`src/rtl/refresh_pkg.sv`:
```
// Shared types for the refresh scheduler.
// Assumes: nothing beyond IEEE 1800-2017.
package refresh_pkg;
    // Sequencer state: idle, or a staggered refresh in progress
    typedef enum logic {
        SEQ_IDLE = 1'b0,
        SEQ_RUN  = 1'b1
    } seq_state_t;
endpackage

```
`src/rtl/refresh_interval_timer.sv`:
```
// Periodic refresh tick generator.
// Produces a one-cycle tick every 16*interval clocks. An interval of 0 holds
// the counter at zero. The period is sampled only when the counter reloads.
// Assumes: interval is static or changes are allowed to take effect late.
module refresh_interval_timer #(
    parameter int INTERVAL_W = 16
) (
    input  logic                  clk,
    input  logic                  rst_n,
    input  logic [INTERVAL_W-1:0] interval,
    output logic                  tick
);
    localparam int CNT_W = INTERVAL_W + 4;

    logic [CNT_W-1:0] cnt;
    logic [CNT_W-1:0] period;
    logic             enabled;

    assign period  = {interval, 4'b0000};
    assign enabled = (interval != '0);
    assign tick    = enabled && (cnt == CNT_W'(1));

    // Count down; reload on start-up (cnt==0) or on tick (cnt==1)
    always_ff @(posedge clk) begin
        if (!rst_n) begin
            cnt <= '0;
        end else if (!enabled) begin
            cnt <= '0;
        end else if (cnt <= CNT_W'(1)) begin
            cnt <= period;
        end else begin
            cnt <= cnt - CNT_W'(1);
        end
    end

    p_tick_spaced_r1: assert property (@(posedge clk) disable iff (!rst_n)
        tick |=> !tick);

    p_disabled_r2: assert property (@(posedge clk) disable iff (!rst_n)
        (interval == '0) |=> !tick);
endmodule

```
`src/rtl/refresh_req_queue.sv`:
```
// Pending refresh request queue.
// Entries carry no data, so the queue is an occupancy count. It takes up to
// two arrivals per cycle (periodic tick and test-bit rising edge) and one
// removal. Arrivals beyond capacity are dropped and set a sticky flag.
// Assumes: pop is only asserted while the queue is non-empty.
module refresh_req_queue #(
    parameter int DEPTH = 8
) (
    input  logic                       clk,
    input  logic                       rst_n,
    input  logic                       tick,
    input  logic                       test_lvl,
    input  logic                       pop,
    output logic [$clog2(DEPTH+1)-1:0] level,
    output logic                       full,
    output logic                       nonempty,
    output logic                       overflow
);
    localparam int LVL_W = $clog2(DEPTH + 1);

    logic             test_d;
    logic             test_pulse;
    logic [1:0]       push_cnt;
    logic [LVL_W:0]   after_pop;
    logic [LVL_W:0]   sum;
    logic             drop;

    assign test_pulse = test_lvl && !test_d;
    assign push_cnt   = {1'b0, tick} + {1'b0, test_pulse};
    assign full       = (level == LVL_W'(DEPTH));
    assign nonempty   = (level != '0);

    // Occupancy after this cycle's removal and arrivals
    always_comb begin
        after_pop = {1'b0, level} - (LVL_W + 1)'(pop);
        sum       = after_pop + (LVL_W + 1)'(push_cnt);
        drop      = (sum > (LVL_W + 1)'(DEPTH));
    end

    // Remember the test bit for edge detection
    always_ff @(posedge clk) begin
        if (!rst_n) test_d <= 1'b0;
        else        test_d <= test_lvl;
    end

    // Update occupancy, saturating at DEPTH
    always_ff @(posedge clk) begin
        if (!rst_n)    level <= '0;
        else if (drop) level <= LVL_W'(DEPTH);
        else           level <= sum[LVL_W-1:0];
    end

    // Sticky loss flag
    always_ff @(posedge clk) begin
        if (!rst_n)    overflow <= 1'b0;
        else if (drop) overflow <= 1'b1;
    end

    p_level_bound_r5: assert property (@(posedge clk) disable iff (!rst_n)
        level <= LVL_W'(DEPTH));

    p_ovf_sticky_r6: assert property (@(posedge clk) disable iff (!rst_n)
        overflow |=> overflow);

    p_ovf_on_full_r6: assert property (@(posedge clk) disable iff (!rst_n)
        (full && !pop && tick) |=> overflow);

    p_no_pop_empty_r11: assert property (@(posedge clk) disable iff (!rst_n)
        pop |-> nonempty);
endmodule

```
`src/rtl/refresh_bank_seq.sv`:
```
// Staggered REF command sequencer.
// Starts a refresh when work is pending and the arbiter grants a slot, or at
// once when the queue is full. It strobes bank 0 in the start cycle and bank k
// k*stagger clocks later. With stagger 0 it strobes every installed bank
// together. It removes the queue entry at the last strobe.
// Assumes: NUM_BANKS >= 2 and a power of two.
module refresh_bank_seq #(
    parameter int NUM_BANKS   = 4,
    parameter int STAGGER_W   = 5,
    parameter int STAGGER_MAX = 16
) (
    input  logic                         clk,
    input  logic                         rst_n,
    input  logic                         q_nonempty,
    input  logic                         q_full,
    input  logic                         arb_ready,
    input  logic [STAGGER_W-1:0]         stagger,
    input  logic [$clog2(NUM_BANKS)-1:0] last_bank,
    output logic                         ref_req,
    output logic                         ref_urgent,
    output logic [NUM_BANKS-1:0]         bank_stb,
    output logic                         pop
);
    import refresh_pkg::*;

    localparam int BIDX_W = $clog2(NUM_BANKS);

    seq_state_t           state;
    logic [BIDX_W-1:0]    idx;
    logic [BIDX_W-1:0]    b_lat;
    logic [STAGGER_W-1:0] wcnt;
    logic [STAGGER_W-1:0] s_lat;
    logic [STAGGER_W-1:0] s_eff;
    logic                 start;
    logic                 step;
    logic [NUM_BANKS-1:0] inst_now;
    logic [NUM_BANKS-1:0] inst_lat;

    assign s_eff      = (stagger > STAGGER_W'(STAGGER_MAX)) ? STAGGER_W'(STAGGER_MAX) : stagger;
    assign ref_req    = (state == SEQ_IDLE) && q_nonempty;
    assign ref_urgent = ref_req && q_full;
    assign start      = ref_req && (arb_ready || q_full);
    assign step       = (state == SEQ_RUN) && (wcnt == '0);

    // Per-bank installed masks and strobe decode
    for (genvar i = 0; i < NUM_BANKS; i++) begin : g_bank
        assign inst_now[i] = (BIDX_W'(i) <= last_bank);
        assign inst_lat[i] = (BIDX_W'(i) <= b_lat);
        assign bank_stb[i] = (start && ((s_eff == '0) ? inst_now[i] : (i == 0)))
                           || (step && (idx == BIDX_W'(i)));
    end

    // Entry retires on the last strobe of a refresh
    always_comb begin
        pop = 1'b0;
        if (start && ((s_eff == '0) || (last_bank == '0))) pop = 1'b1;
        if (step && (idx == b_lat))                       pop = 1'b1;
    end

    // Sequence state, bank index and stagger countdown
    always_ff @(posedge clk) begin
        if (!rst_n) begin
            state <= SEQ_IDLE;
            idx   <= '0;
            b_lat <= '0;
            wcnt  <= '0;
            s_lat <= '0;
        end else if (start && (s_eff != '0) && (last_bank != '0)) begin
            state <= SEQ_RUN;
            idx   <= BIDX_W'(1);
            b_lat <= last_bank;
            s_lat <= s_eff;
            wcnt  <= s_eff - STAGGER_W'(1);
        end else if (step) begin
            if (idx == b_lat) begin
                state <= SEQ_IDLE;
            end else begin
                idx  <= idx + BIDX_W'(1);
                wcnt <= s_lat - STAGGER_W'(1);
            end
        end else if (state == SEQ_RUN) begin
            wcnt <= wcnt - STAGGER_W'(1);
        end
    end

    p_stb_onehot_r8: assert property (@(posedge clk) disable iff (!rst_n)
        (state == SEQ_RUN) |-> $onehot0(bank_stb));

    p_stb_installed_r8: assert property (@(posedge clk) disable iff (!rst_n)
        (state == SEQ_RUN) |-> ((bank_stb & ~inst_lat) == '0));

    p_urgent_starts_r7: assert property (@(posedge clk) disable iff (!rst_n)
        ref_urgent |-> bank_stb[0]);

    p_quiet_when_busy_r11: assert property (@(posedge clk) disable iff (!rst_n)
        $past(state == SEQ_RUN && !step) |-> !ref_req);
endmodule

```
`src/rtl/refresh_sched.sv`:
```
// Refresh scheduler top: interval timer, pending queue and staggered
// bank sequencer.
// Assumes: the arbiter accepts a REF strobe in any cycle it is driven.
module refresh_sched #(
    parameter int INTERVAL_W  = 16,
    parameter int STAGGER_W   = 5,
    parameter int STAGGER_MAX = 16,
    parameter int NUM_BANKS   = 4,
    parameter int QUEUE_DEPTH = 8
) (
    input  logic                         clk,
    input  logic                         rst_n,
    input  logic [INTERVAL_W-1:0]        cfg_interval,
    input  logic [STAGGER_W-1:0]         cfg_stagger,
    input  logic                         cfg_test_refresh,
    input  logic [$clog2(NUM_BANKS)-1:0] cfg_last_bank,
    input  logic                         arb_ready,
    output logic                         ref_req,
    output logic                         ref_urgent,
    output logic [NUM_BANKS-1:0]         ref_bank_stb,
    output logic                         ref_overflow
);
    localparam int LVL_W = $clog2(QUEUE_DEPTH + 1);

    logic             tick;
    logic             pop;
    logic             q_full;
    logic             q_nonempty;
    logic [LVL_W-1:0] q_level;

    refresh_interval_timer #(.INTERVAL_W(INTERVAL_W)) timer_i (
        .clk      (clk),
        .rst_n    (rst_n),
        .interval (cfg_interval),
        .tick     (tick)
    );

    refresh_req_queue #(.DEPTH(QUEUE_DEPTH)) queue_i (
        .clk      (clk),
        .rst_n    (rst_n),
        .tick     (tick),
        .test_lvl (cfg_test_refresh),
        .pop      (pop),
        .level    (q_level),
        .full     (q_full),
        .nonempty (q_nonempty),
        .overflow (ref_overflow)
    );

    refresh_bank_seq #(
        .NUM_BANKS   (NUM_BANKS),
        .STAGGER_W   (STAGGER_W),
        .STAGGER_MAX (STAGGER_MAX)
    ) seq_i (
        .clk        (clk),
        .rst_n      (rst_n),
        .q_nonempty (q_nonempty),
        .q_full     (q_full),
        .arb_ready  (arb_ready),
        .stagger    (cfg_stagger),
        .last_bank  (cfg_last_bank),
        .ref_req    (ref_req),
        .ref_urgent (ref_urgent),
        .bank_stb   (ref_bank_stb),
        .pop        (pop)
    );

    p_urgent_iff_full_r7: assert property (@(posedge clk) disable iff (!rst_n)
        ref_urgent |-> (q_level == LVL_W'(QUEUE_DEPTH)));
endmodule

```
`config.mk`:
```
export PLATFORM = sky130hd
export DESIGN_NAME = refresh_sched
export DESIGN_NICKNAME = d
export VERILOG_FILES = /design/src/rtl/refresh_pkg.sv /design/src/rtl/refresh_interval_timer.sv /design/src/rtl/refresh_req_queue.sv /design/src/rtl/refresh_bank_seq.sv /design/src/rtl/refresh_sched.sv
export SDC_FILE = /design/constraint.sdc
export NUM_CORES = 1
export LEC_CHECK = 0
export BUFFER_PORTS_ARGS = -buffer_cell sky130_fd_sc_hd__buf_2
export CAP_MARGIN = 10
export CELL_PAD_IN_SITES_DETAIL_PLACEMENT = 1
export CELL_PAD_IN_SITES_GLOBAL_PLACEMENT = 1
export CORE_UTILIZATION = 25
export DETAILED_ROUTE_END_ITERATION = 8
export GPL_ROUTABILITY_DRIVEN = 0
export HOLD_SLACK_MARGIN = 0.08
export PLACE_DENSITY = 0.55
export REMOVE_ABC_BUFFERS = 1
export SETUP_SLACK_MARGIN = 0.1
export SLEW_MARGIN = 10
export SYNTH_ARGS = -nofsm -noshare
export SYNTH_HDL_FRONTEND = slang
export SYNTH_HIERARCHICAL = 1
export SYNTH_SLANG_ARGS = --single-unit
```
`constraint.sdc`:
```
create_clock -name clk -period 4.2 [get_ports clk]
set_input_delay 0.63 -clock clk [delete_from_list [all_inputs] [get_ports clk]]
set_output_delay 0.63 -clock clk [all_outputs]
set_load 0.01 [all_outputs]
```
==> results of run 1 <==
==> layout make-up <==
cell class | instances | area [sq um]
Clock buffer | 6 | 72.6
Clock inverter | 2 | 38.8
Fill cell | 1201 | 6870
Inverter | 19 | 71.3
Multi-Input combinational cell | 225 | 1600
Sequential cell | 41 | 821
Tap cell | 133 | 166
Timing Repair Buffer | 35 | 180
==> cells by family (layout without fill, tap and decap cells) <==
| logic type | after synthesis | in the layout |
|---|---|---|
| simple gates | 132 | 132 |
| compound gates | 58 | 58 |
| flops | 41 | 41 |
| buf+inv | 25 | 62 |
| xor+xnor | 20 | 20 |
| fa+ha+maj | 14 | 14 |
| mux | 1 | 1 |
==> sequential cells by signal (all words and copies together) (netlist names) <==
signal            count
seq_i/b_lat           2
seq_i/state           1
queue_i/overflow      1
queue_i/level         4
queue_i/test_d        1
seq_i/s_lat           5
seq_i/idx             2
seq_i/wcnt            5
timer_i/cnt          20
==> how the worst max path moves through the flow <==
| stage | start | endpoint | slack (ns) | cells after the start |
|---|---|---|---|---|
| floorplan | cfg_stagger[0] | queue_i/level[3]$_SDFF_PN0_ | 0.95 | 12 |
| global placement | cfg_stagger[0] | queue_i/level[3]$_SDFF_PN0_ | 0.65 | 13 |
| detailed placement | cfg_stagger[0] | queue_i/level[3]$_SDFF_PN0_ | 0.56 | 13 |
| CTS | queue_i/level[2]$_SDFF_PP0_ | queue_i/level[3]$_SDFF_PN0_ | 0.60 | 15 |
| global route | queue_i/level[2]$_SDFF_PP0_ | queue_i/level[3]$_SDFF_PN0_ | 0.40 | 15 |
| finish | queue_i/level[2]$_SDFF_PP0_ | queue_i/level[3]$_SDFF_PN0_ | 0.64 | 15 |
==> worst max-delay path, cell delays in order, from the launching register on <==
cell and delay (ns):
dfxtp_1 0.35, inv_1 0.08, ha_1 0.19, and3_1 0.15, nor2_1 0.22, nor2_1 0.16, o21ai_0 0.11, nand2_1 0.09
ha_1 0.27, inv_1 0.05, fa_1 0.43, fa_1 0.42, and3b_1 0.22, o31ai_1 0.34, nand4_2 0.19, and2_1 0.20
==> cell usage in the layout (no fill, tap or decap), types with 2 or more instances in the layout <==
master	synthesis	final
nand4_2	2	2
nor2_1	38	38
buf_2	1	33
or4_1	4	4
o21ai_0	5	5
nand2b_1	2	2
fa_1	2	2
xnor2_1	11	11
nor4_1	9	9
xor2_1	9	9
or4_4	4	4
dfxtp_1	41	41
or3_1	5	5
nor4b_2	2	2
nand4_1	3	3
o31ai_1	3	3
and3_1	4	4
a21o_1	3	3
nand2_1	26	26
nand3_1	6	6
o2111ai_1	2	2
ha_1	12	12
buf_4	0	2
a21oi_1	12	12
inv_1	19	19
a211oi_2	15	15
clkbuf_8	0	5
a41oi_1	2	2
nor3_1	6	6
a31oi_1	4	4
and2_1	5	5
nand3b_1	4	4
==> stage by stage <==
stage / worst slack [ns] / utilization, % / hold slack [ns]
after floorplan: 0.950 / - / 0.436
after global placement: 0.650 / 28.9 / 0.443
after detailed placement: 0.555 / 28.9 / 0.452
after CTS: 0.599 / 30.1 / 0.471
after global routing: 0.401 / 30.1 / 0.500
final: 0.640 / 30.1 / 0.469
==> power breakdown <==
| part | internal [uW] | total (uW) | switching [uW] |
|---|---|---|---|
| clock network | 179 | 328 | 150 |
| logic | 552 | 1270 | 716 |
| registers | 507 | 625 | 117 |
| total | 1240 | 2220 | 982 |
==> layer usage <==
layer  vias up  GRT usage (%)
met5         -              0
met4         0           4.66
met3         9           2.31
met2        27           23.0
met1      1058           18.0
li1       1118              -
==> flow_summary.yaml, run 1 <==
layout:
  drive_above_1_share_pct: 22.3
  fin_cells: 461
  area_delta_synth_final_pct: 16.2
  nets: 368
  diodes: 0
  final_area_sq_um: 2950
sta:
  period_minus_slack_ns: 3.56
  max_freq_mhz: 281
  rsz0062_at_grt: "false"
  setup_viol: 0
  maxSlewViolCount: 0
  skew_ns: 0.0144
  timing.final.crit_share_pct: 84.8
  fin_tns_setup_ns: 0
  tightest_slew_ns: 0.873
  hold_viol: 0
  maxSlewHeadroom_pct: 41.7
drt:
  wirelength_mm: 6.57
  top_layer_used: "met4"
  wl_met3_microns: 158
  num_vias: 2212
  met1_length_mm: 3.29
  detail-route-antenna-nets: 0
  route.detailed.drc: 0
  routed_via_density: 4.80
  wl_met2_mm: 3.01
  drtIter0Drc: 48
  wl_per_cell_microns: 14.3
  first_pass_iters: 4
synth:
  synthMuxAreaShare_pct: 0.394
  yosys_warnings: 6
  synth_cell_types: 57
  synth-async-reset-ratio_pct: 0
  synth-xor-area-share_pct: 6.89
  synth_edf_count: 0
  avgSynthCellArea_sq_um: 8.73
  synth.area.top_cells: "dfxtp_1 (32%), a211oi_2 (7.4%), ha_1 (5.9%)"
  synth-seq-area-share_pct: 32.3
  synthAdderAreaFrac_pct: 7.48
  ys.flop_type: "dfxtp_1"
  synthTopCellsByCount: "dfxtp_1 (41), nor2_1 (38), nand2_1 (26)"
  synth.most_common_cell: "dfxtp_1"
  synth_top_area_cell: "dfxtp_1"
  synth_top_family_by_area: "simple AND/OR/NAND/NOR gates"
  synth.cell_area_sq_um: 2540
  synth-compound-area-share_pct: 19.2
  ys_seq_elements: 41
  netlist_instances: 291
  synth_top_area_share_pct: 32.3
  synth-simple-area-share_pct: 29.1
clock_tree:
  cts-root-buf: "clkbuf_8"
  numCtsBuffers: 5
  cts.sinks: 41
  clk_pin_slew_ns: 0.08
  postCtsSetupRepairBufs: 0
  clk_latency_ns: 0.30
  cts_tree: "yes"
  holdBufCountCts: 0
  cts_resized: 0
  max-clock-path-buffers: 2
  cts_max_level: 2
power:
  power.density_nw_per_um2: 752
  p_leak_uw: 0.00115
  irDropWorstVdd_v: 0.000178
  p_total_uw: 2220
floorplan:
  die_x_microns: 103
  rows: 36
  pin_count: 34
  core_sq_um: 9820
  die_height_microns: 103
  start_util_pct: 25.9
  fp.dieArea_sq_um: 10600
critical_path:
  r2r.worst_path.cells: 15
  critPathKind: "flip-flop to flip-flop"
  reg2reg_from: "queue_i/level[2]$_SDFF_PP0_"
  start_kind: "flip-flop"
  endpoint_kind: "flip-flop"
  reg2reg_slack_ns: 0.64
  arrival_ns: 3.75
  worstPathRequired_ns: 4.39
  r2r-end: "queue_i/level[3]$_SDFF_PN0_"
  critPathMaxFanout: 6
placed_design:
  port_buffers: 33
  dpl.hpwl_mm: 5.08
  dp_cells: 453
  placed_cell_area_sq_um: 2840
global_routing:
  grt_start_max_net_pins: 34
  overflow: 0
  grt_first_pass_wirelength_mm: 11.3
  track_usage_pct: 13.8
  antenna_found_initial: 0
  grt_pass1_vias: 2337
flow_run:
  max_cap_viol_count: 0
min_path:
  hp-start: "seq_i/s_lat[3]$_SDFFE_PN0P_"
  hold_class: "flip-flop to flip-flop"
  hold_depth: 2
  hold_end: "seq_i/s_lat[3]$_SDFFE_PN0P_"
status:
  status: "complete, no violations"
No activity file was read; power rests on OpenSTA's default activity.
==> run 2, diff against run 1 <==
--- a/config.mk
+++ b/config.mk
@@ -5,6 +5,7 @@
 export SDC_FILE = /design/constraint.sdc
 export NUM_CORES = 1
 export LEC_CHECK = 0
+export ABC_AREA = 1
 export BUFFER_PORTS_ARGS = -buffer_cell sky130_fd_sc_hd__buf_2
 export CAP_MARGIN = 10
 export CELL_PAD_IN_SITES_DETAIL_PLACEMENT = 1
@@ -13,7 +14,7 @@
 export DETAILED_ROUTE_END_ITERATION = 8
 export GPL_ROUTABILITY_DRIVEN = 0
 export HOLD_SLACK_MARGIN = 0.08
-export PLACE_DENSITY = 0.55
+export PLACE_DENSITY = 0.59
 export REMOVE_ABC_BUFFERS = 1
 export SETUP_SLACK_MARGIN = 0.1
 export SLEW_MARGIN = 10
==> constraint.sdc (replaced) <==
create_clock -name clk -period 3.03 [get_ports clk]
set_input_delay 0.4545 -clock clk [delete_from_list [all_inputs] [get_ports clk]]
set_output_delay 0.4545 -clock clk [all_outputs]
set_load 0.01 [all_outputs]
==> flow_summary.yaml, run 2 <==
layout:
  fill_cells: 1528
  mostFrequentLayoutCells: "nand2_1 (120), nor2_1 (92), inv_1 (67)"
  drive_above_1_share_pct: 18.3
  top_regs: "timer_i/cnt x20, seq_i/s_lat x5, seq_i/wcnt x5"
  final_common_cell: "nand2_1"
  diodes: 0
  largest_reg_flops: 20
  area_delta_synth_final_pct: 17.5
  nets: 549
  largest_register: "timer_i/cnt"
drt:
  detail-route-antenna-nets: 0
  num_vias: 2937
  wirelength_mm: 8.29
  routed_via_density: 4.51
  first_pass_iters: 4
  route.detailed.drc: 0
  drtIter0Drc: 88
  wl_per_cell_microns: 12.7
min_path:
  hold_class: "input pin to flip-flop"
global_routing:
  overflow: 0
  grt_start_max_net_pins: 20
  grt_pass1_vias: 3107
  grt_first_pass_wirelength_mm: 14.3
  antenna_found_initial: 0
  track_usage_pct: 15.3
power:
  p_leak_uw: 0.00175
  power.density_nw_per_um2: 1200
  irDropWorstVdd_v: 0.000490
sta:
  setup_ws_ns: 0.256
  fin_hold_ws_ns: 0.369
  maxSlewViolCount: 0
  timing.final.crit_share_pct: 91.6
  maxSlewHeadroom_pct: 68.8
  skew_ns: 0.00833
  tightest_slew_ns: 0.465
  max_freq_mhz: 360
  period_minus_slack_ns: 2.77
  hold_viol: 0
  rsz0062_at_grt: "true"
  fin_tns_setup_ns: 0
  setup_viol: 0
critical_path:
  endpoint_kind: "flip-flop"
  arrival_ns: 2.96
  path_cells: "inv_2, ha_1, nor3b_2, nor2_2, nor2_8, o21ai_2, nand2_1, ha_1, inv_1, fa_2, fa_2, nor2_1, nand3_1, nand3_2, nand3_2, nand2_1, inv_1"
  critPathMaxFanout: 3
  worstPathRequired_ns: 3.22
  max_stage_delay_ns: 0.46
  critPathKind: "flip-flop to flip-flop"
  start_kind: "flip-flop"
  slowest_stage: "fa_2"
synth:
  synth_edf_count: 0
  avgSynthCellArea_sq_um: 6.26
  synth.cell_area_sq_um: 2920
  yosys_warnings: 6
  synth.most_common_cell: "nand2_1"
  synth_cell_types: 38
  ys.flop_type: "dfxtp_1"
  synth_top_area_share_pct: 28.1
  ys_seq_elements: 41
  synth-seq-area-share_pct: 28.1
  synth_top_area_cell: "dfxtp_1"
  netlist_instances: 467
  synthTopCellsByCount: "nand2_1 (120), nor2_1 (92), inv_1 (68)"
  synth-async-reset-ratio_pct: 0
  synth.area.top_cells: "dfxtp_1 (28%), nand2_1 (15%), nor2_1 (12%)"
status:
  status: "complete, no violations"
clock_tree:
  max-clock-path-buffers: 2
  cts_tree: "yes"
  clk_pin_slew_ns: 0.06
  cts.sinks: 41
  clk_latency_ns: 0.29
  cts_max_level: 2
  holdBufCountCts: 0
  numCtsBuffers: 5
  cts-root-buf: "clkbuf_16"
  postCtsSetupRepairBufs: 0
floorplan:
  core_sq_um: 11400
  fp.dieArea_sq_um: 12100
  start_util_pct: 25.6
  rows: 39
  die_x_microns: 110
  die_height_microns: 110
  pin_count: 34
flow_run:
  max_cap_viol_count: 0
placed_design:
  dpl.hpwl_mm: 6.77
  port_buffers: 33
  dp_slack_ns: 0.0785
==> run 2: cell count changes in the layout (fill, tap and decap cells not counted), moves of 7 or more <==
cell	delta
nor2_2	+7
nor2_1	+54
nand3_1	+24
o21ai_0	+7
a211oi_2	-15
nand2_2	+10
xnor2_1	-10
inv_1	+48
nand2_1	+94
nand4_1	+7
nor4_1	-9
==> run 2: worst max-delay path, delay by kind of cell (launching register included) <==
kind	cells	cell delay [ns]
buffers and inverters	3	0.13
adder cells (fa/ha/maj)	4	1.26
AO/OA/AOI/OAI	1	0.06
flip-flops	1	0.33
AND/OR/NAND/NOR	9	0.89
==> run 2: kinds of logic (layout without fill, tap and decap cells) <==
kind of cell,Yosys count,after routing,synth area share (%)
DFF,41,41,28.1
AOI/OAI and AO/OA,40,40,8.31
buffers and inverters,79,120,10.8
xor gates and xnor gates,5,5,1.50
and+or+nand+nor,288,288,44.8
adders and majority gates,14,14,6.51
==> run 2: routing by layer <==
metal | global-route usage, % | vias to the layer above | wire length [microns]
met5 | 0 | - | 0
met4 | 4.98 | 0 | 125
met3 | 2.65 | 10 | 184
met2 | 27.1 | 28 | 4010
met1 | 18.7 | 1375 | 3970
li1 | - | 1524 | -
==> run 2: repair_timing <==
item | CTS | global route
pin swaps | 1 | 6
gates cloned | 0 | 0
endpoints found under the setup margin | 3 | 5
gates resized for setup | 2 | 6
==> run 2: stage by stage <==
stage               cell area [sq um]  util [%]  power [uW]  cells
global placement                 3270      28.6        3490    644
finish                           3430      30.1        4110    651
global route                     3430      30.1        4580    651
detailed placement               3270      28.6        3560    644
CTS                              3420      29.9        4150    651
floorplan                        2890         -        2890    463
==> run 2: report_power, final <==
part | leakage, uW | switching [uW] | total, uW | internal [uW]
Sequential | 0.000338 | 173 | 922 | 749
Clock | 0.0000700 | 223 | 547 | 324
Combinational | 0.00135 | 1750 | 2640 | 896
Total | 0.00175 | 2140 | 4110 | 1970
==> run 2: area by class of cell <==
class                           instances  area, sq um  share of cell area, %
Clock buffer                            7          143                   4.16
Inverter                               75          283                   8.24
Multi-Input combinational cell        347         1800                   52.5
Sequential cell                        41          822                   24.0
Tap cell                              143          179                   5.21
Timing Repair Buffer                   38          203                   5.91
==> run 2: final timing paths <==
check,from,slack (ns),end,cells past startpoint
worst min-delay path,cfg_test_refresh,0.37,queue_i/test_d$_SDFF_PN0_,3
worst min register to register,timer_i/cnt[0]$_SDFF_PP0_,0.45,timer_i/cnt[0]$_SDFF_PP0_,1
worst max register to register,queue_i/level[2]$_SDFF_PP0_,0.26,queue_i/overflow$_SDFFE_PN0N_,17
worst max-delay path,queue_i/level[2]$_SDFF_PP0_,0.26,queue_i/overflow$_SDFFE_PN0N_,17
